<file path="src/rtl/vsearch_pkg.sv">
package vsearch_pkg;
  localparam int VEC_BITS = 128;
  localparam int VEC_BYTES = VEC_BITS / 8;
  localparam int IDX_W = $clog2(VEC_BYTES + 1);
  localparam int NUM_SIZES = 3;

  typedef struct packed {
    logic sel8;
    logic sel16;
    logic sel32;
    logic invert;
    logic maskMode;
    logic zeroSearch;
    logic load;
  } ctrlStrobes_t;
endpackage

</file>
<file path="src/rtl/vsearch_ctrl.sv">
module vsearch_ctrl
  import vsearch_pkg::*;
(
  input  logic         clk,
  input  logic         rst_n,
  input  logic [1:0]   es_i,
  input  logic         inv_i,
  input  logic         rt_i,
  input  logic         zs_i,
  input  logic         valid_i,
  output ctrlStrobes_t strb,
  output logic         valid_o
);
  always_comb begin
    strb = '0;
    strb.sel8       = (es_i == 2'd0);
    strb.sel16      = (es_i == 2'd1);
    strb.sel32      = es_i[1];
    strb.invert     = inv_i;
    strb.maskMode   = rt_i;
    strb.zeroSearch = zs_i;
    strb.load       = valid_i;
  end

  always_ff @(posedge clk or negedge rst_n) begin
    if (!rst_n) valid_o <= 1'b0;
    else        valid_o <= valid_i;
  end

  assert_size_onehot_R1: assert property (@(posedge clk) disable iff (!rst_n)
    $countones({strb.sel8, strb.sel16, strb.sel32}) == 1);

  assert_valid_delay_R9: assert property (@(posedge clk) disable iff (!rst_n)
    valid_i |=> valid_o);
endmodule

</file>
<file path="src/rtl/vsearch_dp.sv">
module vsearch_dp
  import vsearch_pkg::*;
(
  input  logic                clk,
  input  logic                rst_n,
  input  logic [VEC_BITS-1:0] aVec,
  input  logic [VEC_BITS-1:0] bVec,
  input  ctrlStrobes_t        strb,
  output logic [VEC_BITS-1:0] resQ,
  output logic [1:0]          ccQ
);
  localparam int HALF = VEC_BITS / 2;

  logic [VEC_BYTES-1:0] hitBytes  [NUM_SIZES];
  logic [VEC_BYTES-1:0] zeroBytes [NUM_SIZES];

  for (genvar gs = 0; gs < NUM_SIZES; gs++) begin : g_size
    localparam int W  = 8 << gs;
    localparam int EB = W / 8;
    localparam int NE = VEC_BITS / W;
    logic [VEC_BYTES-1:0] hitL, zeroL;

    always_comb begin
      hitL = '0;
      zeroL = '0;
      for (int k = 0; k < NE; k++) begin
        logic [W-1:0] aEl;
        logic anyEq;
        aEl = aVec[VEC_BITS-1-k*W -: W];
        anyEq = 1'b0;
        for (int j = 0; j < NE; j++)
          anyEq = anyEq | (aEl == bVec[VEC_BITS-1-j*W -: W]);
        for (int m = 0; m < EB; m++) begin
          hitL[k*EB+m]  = anyEq;
          zeroL[k*EB+m] = (aEl == '0);
        end
      end
    end

    assign hitBytes[gs]  = hitL;
    assign zeroBytes[gs] = zeroL;
  end

  function automatic logic [IDX_W-1:0] firstSet(input logic [VEC_BYTES-1:0] f);
    logic [IDX_W-1:0] idx;
    idx = IDX_W'(VEC_BYTES);
    for (int i = VEC_BYTES - 1; i >= 0; i--)
      if (f[i]) idx = IDX_W'(i);
    return idx;
  endfunction

  logic [VEC_BYTES-1:0] hitSel, zeroSel, hitEff, zeroEff;
  logic [IDX_W-1:0]     hitIdx, zeroIdx, minIdx;
  logic [1:0]           ccNext;
  logic [VEC_BITS-1:0]  maskRes, idxRes, resNext;

  always_comb begin
    if (strb.sel8)       begin hitSel = hitBytes[0]; zeroSel = zeroBytes[0]; end
    else if (strb.sel16) begin hitSel = hitBytes[1]; zeroSel = zeroBytes[1]; end
    else                 begin hitSel = hitBytes[2]; zeroSel = zeroBytes[2]; end
    hitEff  = strb.invert ? ~hitSel : hitSel;
    zeroEff = strb.zeroSearch ? zeroSel : '0;
    hitIdx  = firstSet(hitEff);
    zeroIdx = firstSet(zeroEff);
    minIdx  = (hitIdx < zeroIdx) ? hitIdx : zeroIdx;

    if (hitIdx == IDX_W'(VEC_BYTES) && zeroIdx == IDX_W'(VEC_BYTES)) ccNext = 2'd3;
    else if (zeroIdx == IDX_W'(VEC_BYTES))                           ccNext = 2'd1;
    else if (hitIdx < zeroIdx)                                       ccNext = 2'd2;
    else                                                             ccNext = 2'd0;

    for (int m = 0; m < VEC_BYTES; m++)
      maskRes[VEC_BITS-1-8*m -: 8] = {8{hitEff[m]}};
    idxRes  = {{(HALF-IDX_W){1'b0}}, minIdx, {HALF{1'b0}}};
    resNext = strb.maskMode ? maskRes : idxRes;
  end

  logic maskQ;
  always_ff @(posedge clk or negedge rst_n) begin
    if (!rst_n) begin
      resQ  <= '0;
      ccQ   <= '0;
      maskQ <= 1'b0;
    end else if (strb.load) begin
      resQ  <= resNext;
      ccQ   <= ccNext;
      maskQ <= strb.maskMode;
    end
  end

  assert_index_low_zero_R5: assert property (@(posedge clk) disable iff (!rst_n)
    !maskQ |-> resQ[HALF-1:0] == '0);

  assert_nomatch_index_R8: assert property (@(posedge clk) disable iff (!rst_n)
    (!maskQ && ccQ == 2'd3) |-> resQ[VEC_BITS-1:HALF] == HALF'(VEC_BYTES));

  assert_found_index_R4: assert property (@(posedge clk) disable iff (!rst_n)
    (!maskQ && ccQ != 2'd3) |-> resQ[VEC_BITS-1:HALF] < HALF'(VEC_BYTES));

  assert_mask_has_hit_R6: assert property (@(posedge clk) disable iff (!rst_n)
    (maskQ && ccQ == 2'd1) |-> resQ != '0);

  assert_hold_idle_R9: assert property (@(posedge clk) disable iff (!rst_n)
    !strb.load |=> $stable(resQ) && $stable(ccQ));
endmodule

</file>
<file path="src/rtl/vec_anyeq_search.sv">
module vec_anyeq_search
  import vsearch_pkg::*;
(
  input  logic           clk,
  input  logic           rst_n,
  input  logic [127:0]   a_i,
  input  logic [127:0]   b_i,
  input  logic [1:0]     es_i,
  input  logic           inv_i,
  input  logic           rt_i,
  input  logic           zs_i,
  input  logic           valid_i,
  output logic [127:0]   res_o,
  output logic [1:0]     cc_o,
  output logic           valid_o
);
  ctrlStrobes_t strb;

  vsearch_ctrl u_ctrl (
    .clk(clk), .rst_n(rst_n), .es_i(es_i), .inv_i(inv_i), .rt_i(rt_i),
    .zs_i(zs_i), .valid_i(valid_i), .strb(strb), .valid_o(valid_o)
  );

  vsearch_dp u_dp (
    .clk(clk), .rst_n(rst_n), .aVec(a_i), .bVec(b_i), .strb(strb),
    .resQ(res_o), .ccQ(cc_o)
  );
endmodule

</file>
<file path="config.mk">
export PLATFORM = sky130hd
export DESIGN_NAME = vec_anyeq_search
export DESIGN_NICKNAME = d
export VERILOG_FILES = /design/src/rtl/vsearch_pkg.sv /design/src/rtl/vsearch_ctrl.sv /design/src/rtl/vsearch_dp.sv /design/src/rtl/vec_anyeq_search.sv
export SDC_FILE = /design/constraint.sdc
export NUM_CORES = 2
export LEC_CHECK = 0
export BUFFER_PORTS_ARGS = -buffer_cell sky130_fd_sc_hd__buf_2
export CAP_MARGIN = 40
export CORE_ASPECT_RATIO = 0.9
export CORE_MARGIN = 2
export CORE_UTILIZATION = 56
export DETAILED_ROUTE_END_ITERATION = 16
export GPL_TIMING_DRIVEN = 1
export PLACE_DENSITY = 0.84
export SYNTH_ARGS = -nofsm -noshare
export SYNTH_HDL_FRONTEND = slang
export SYNTH_HIERARCHICAL = 1
export SYNTH_SLANG_ARGS = --single-unit
</file>
<file path="constraint.sdc">
create_clock -name clk -period 0.8 [get_ports clk]
set_input_delay 0.04 -clock clk [delete_from_list [all_inputs] [get_ports clk]]
set_output_delay 0.04 -clock clk [all_outputs]
set_load 0.005 [all_outputs]
</file>
==> results of run 1 <==
==> metal layers <==
| metal | GRT overflow | track usage, % |
|---|---|---|
| met3 | 426 | 85.5 |
| met5 | 33 | 79.3 |
| met2 | 3388 | 127 |
| met1 | 439 | 88.8 |
| met4 | 762 | 102 |
==> what timing repair did <==
item                                    4_1_cts
hold buffers                                  1
setup buffers                                94
pin swaps                                   148
hold endpoints to repair                     24
gates cloned                                  2
endpoints found under the setup margin      154
resized for setup                           780
==> metrics by stage <==
stage,setup slack [ns],instances
CTS,-3.00,5562
global placement,-3.38,5469
floorplan,-2.48,3913
detailed placement,-3.61,5469
==> results.py, run 1 <==
metrics = {
    "floorplanning": {
        "start_util_pct": 57.0,
        "ios": 395,
        "rows": 80,
        "dieWidth_um": 249,
        "die_y_um": 225,
    },
    "global_routing": {
        "grt_pass1_vias": 53355,
        "grt_max_degree": 25,
        "grt_pass1_wl_um": 407000,
        "track_usage_pct": 100,
        "gr-total-overflow": 5048,
    },
    "status": {
        "lastStage": "5_1_grt",
        "status": "stopped before the end",
        "error": "[ERROR GRT-0116] Global routing finished with congestion. Check the congestion regions in the DRC Viewer.",
    },
    "clock_network": {
        "clock_path_buffers": 2,
        "cts_sinks": 24,
        "cts_buffers": 3,
        "cts_root_buffer": "clkbuf_16",
        "ctsHtreeMaxLevel": 1,
    },
    "logic_synthesis": {
        "yosysWarnings": 6,
        "synth_fp_nets": 4181,
        "syn_area_sq_mm": 0.0304,
        "syn_avg_cell_area_sq_um": 7.76,
        "synth_cells": 3913,
    },
    "place": {
        "io_buffers": 394,
        "gp_congestion": 1.40,
        "place_area_sq_mm": 0.0396,
        "hpwl_um": 152000,
    },
}
==> run 2: changes to the inputs <==
- CORE_ASPECT_RATIO: 0.9 -> default
- CORE_UTILIZATION: 56 -> 40
- PLACE_DENSITY: 0.84 -> default
- PLACE_DENSITY_LB_ADDON: default -> 0.15
- clock period: 0.8 -> 1 ns (I/O delays scaled with it)
==> run 2 against run 1 <==
The flow now finishes, with violations (setup timing). Synthesized area stayed put. Synthesized cell count stayed put.
==> results.py, run 2 <==
metrics = {
    "floorplanning": {
        "die_area_sq_mm": 0.0781,
        "coreArea_sq_mm": 0.0756,
        "ios": 395,
        "dieWidth_um": 279,
        "die_y_um": 279,
        "rows": 101,
        "start_util_pct": 40.2,
    },
    "finish": {
        "largestRegisters": "u_dp/resQ: 21 flops, u_dp/ccQ: 2 flops, u_ctrl/valid_o: 1 flops",
        "final_nets": 5389,
        "largest_reg_flops": 21,
        "syn2layout_area_growth_pct": 53.5,
        "largest_register": "u_dp/resQ",
        "mostFrequentLayoutCell": "buf_4",
        "final_cell_mix": "1106 x buf_4, 1036 x xnor2_1, 975 x xor2_1, 305 x buf_12, 283 x nand4_1",
        "drive_above_1_share_pct": 41.9,
    },
    "clock_network": {
        "cts_tree": "done",
        "clk_pin_slew_worst_paths_ns": 0.07,
        "cts_buffers": 3,
        "clk_latency_ns": 0.26,
        "ctsHtreeMaxLevel": 1,
        "cts_root_buffer": "clkbuf_16",
        "clock_path_buffers": 2,
        "cts_sinks": 24,
    },
    "sta": {
        "layout_setup_ws_ns": -2.92,
        "clock.fmax_mhz": 255,
        "hold_violations": 0,
        "min_period_ns": 3.92,
        "rsz0062_at_grt": "yes",
        "period_share_pct": 392,
        "slew_violations": 0,
        "relSlewSlack_pct": 62.8,
        "setup_viol_count_final": 23,
        "worst_slew_pin_slew_ns": 0.553,
        "fin_skew_ns": 0,
    },
    "logic_synthesis": {
        "syn_area_sq_mm": 0.0304,
        "synth_fp_nets": 4181,
        "syn_avg_cell_area_sq_um": 7.76,
        "yosysWarnings": 6,
        "synth_cells": 3913,
    },
    "critical_path": {
        "r2r_setup_slack_ns": 0.16,
        "cp.arrival_ns": 4.11,
        "end_kind": "flop",
        "r2r_end": "u_dp/resQ[66]$_DFFE_PN0P_",
        "startpoint_type": "input port",
        "cp_slowest_stage_delay_ns": 0.40,
        "reg2regPathDepth": 2,
        "cp_common_cell": "buf_6",
        "cp_slowest_cell": "nand4_1",
        "path_cells": "buf_4 > buf_6 > buf_6 > xor2_1 > nor4_1 > nand2_1 > nand4_1 > nor4_4 > nand4_1 > buf_6 > nand2_4 > a2bb2oi_4 > nor2b_4 > nor3_4 > o31a_1 > ha_4 > a21o_1 > a21o_1 > a21oi_4 > nand2_1 > a221o_1 > a31oi_1",
        "reg2reg_from": "u_dp/resQ[66]$_DFFE_PN0P_",
        "cp.required_ns": 1.18,
        "cp_max_fo": 7,
        "critPathKind": "input port to flop",
    },
    "route": {
        "drcViolationCount": 0,
        "firstDrtPassIters": 8,
        "wl_per_cell_um": 35.2,
        "ant_nets": 0,
        "dr.first_iter.drc_count": 5115,
        "viasPerCell": 6.01,
        "postRouteWirelength_um": 215000,
        "num_vias": 36679,
    },
    "place": {
        "hpwl_um": 169000,
        "io_buffers": 394,
        "gp_congestion": 1.09,
        "pre_cts_ws_ns": -3.52,
    },
    "global_routing": {
        "track_usage_pct": 52.9,
        "grt_antenna_before_repair": 14,
        "grt_pass1_wl_um": 287000,
        "grt_max_degree": 25,
        "grt_pass1_vias": 34894,
        "gr-total-overflow": 0,
    },
    "hold_path": {
        "hold_path_class": "input port to flop",
        "hp-start": "valid_i",
        "hold_depth": 1,
        "hold_end": "u_ctrl/valid_o$_DFF_PN0_",
    },
    "power_and_ir_drop": {
        "powerDensity_mw_per_mm2": 601,
        "max-vdd-ir-drop_mv": 0.774,
        "p_total_mw": 28.0,
        "leakagePower_nw": 19.1,
    },
    "status": {
        "status": "finished, violations left",
        "violations": "setup timing",
    },
    "job": {
        "max-cap-violations": 0,
    },
}
[run 2: report_power, final]
group | switching [mW] | internal (mW) | total (mW)
Sequential | 0.211 | 1.09 | 1.30
Combinational | 13.7 | 11.9 | 25.6
Clock | 0.359 | 0.796 | 1.15
[run 2: through the flow]
| step | setup TNS [ns] | utilization, % | instance area (sq um) | instances | hold WS (ns) |
|---|---|---|---|---|---|
| after global routing | -40.08 | 61.7 | 46600 | 6101 | 0.0331 |
| after detailed placement | -51.03 | 55.9 | 42200 | 5936 | 0.0616 |
| final | -39.06 | 61.7 | 46600 | 6104 | 0.0283 |
| after global placement | -50.56 | 55.9 | 42200 | 5936 | 0.0606 |
| after floorplan | -25.39 | - | 32000 | 3913 | -0.246 |
| after CTS | -36.75 | 59.7 | 45100 | 6059 | 0.0280 |
[run 2: timing repair]
action                     in CTS  in global routing
setup buffers                 117                 43
cloned                          3                  1
hold endpoints to repair       24                  0
hold buffers                    1                  0
resized for setup             389                244
pin swaps                     104                 96
setup endpoints to repair      40                 87
[run 2: metal layers]
metal	track usage, %	up-vias	share of wire, %
met2	73.3	2933	39
met1	65.2	17612	37
met5	1.44	-	0.13
met4	40.7	22	9.8
met3	20.0	894	14
li1	-	15218	-
[run 2: area by class of cell]
cell class | count | area, sq um
diodes | 6 | 15.0
clock buffers | 3 | 75.1
clock inverters | 1 | 30.0
fillers | 6820 | 29000
inverters | 25 | 93.8
multi-input cells | 3228 | 26900
flip-flops and latches | 24 | 617
well taps | 978 | 1220
repair buffers | 1839 | 17600
[run 2: critical path: cells and delay by family]
| family | cells | cell delay, ns |
|---|---|---|
| AO/OA/AOI/OAI | 7 | 1.51 |
| XOR/XNOR | 1 | 0.14 |
| adder cells (fa/ha/maj) | 1 | 0.22 |
| buffers and inverters | 4 | 0.67 |
| AND/OR/NAND/NOR | 9 | 1.49 |
[run 2: worst max path at each step]
stage	from	to	slack, ns	depth (start not counted)
4_1_cts	b_i[86]	u_dp/resQ[64]$_DFFE_PN0P_	-2.75	22
6_report	b_i[17]	u_dp/resQ[64]$_DFFE_PN0P_	-2.92	22
5_1_grt	b_i[17]	u_dp/resQ[64]$_DFFE_PN0P_	-3.00	22
3_3_place_gp	a_i[5]	u_dp/resQ[64]$_DFFE_PN0P_	-3.49	21
3_5_place_dp	b_i[125]	u_dp/resQ[64]$_DFFE_PN0P_	-3.52	21
2_1_floorplan	b_i[28]	u_dp/resQ[65]$_DFFE_PN0P_	-2.29	17
(Power assumes the default switching activity.)
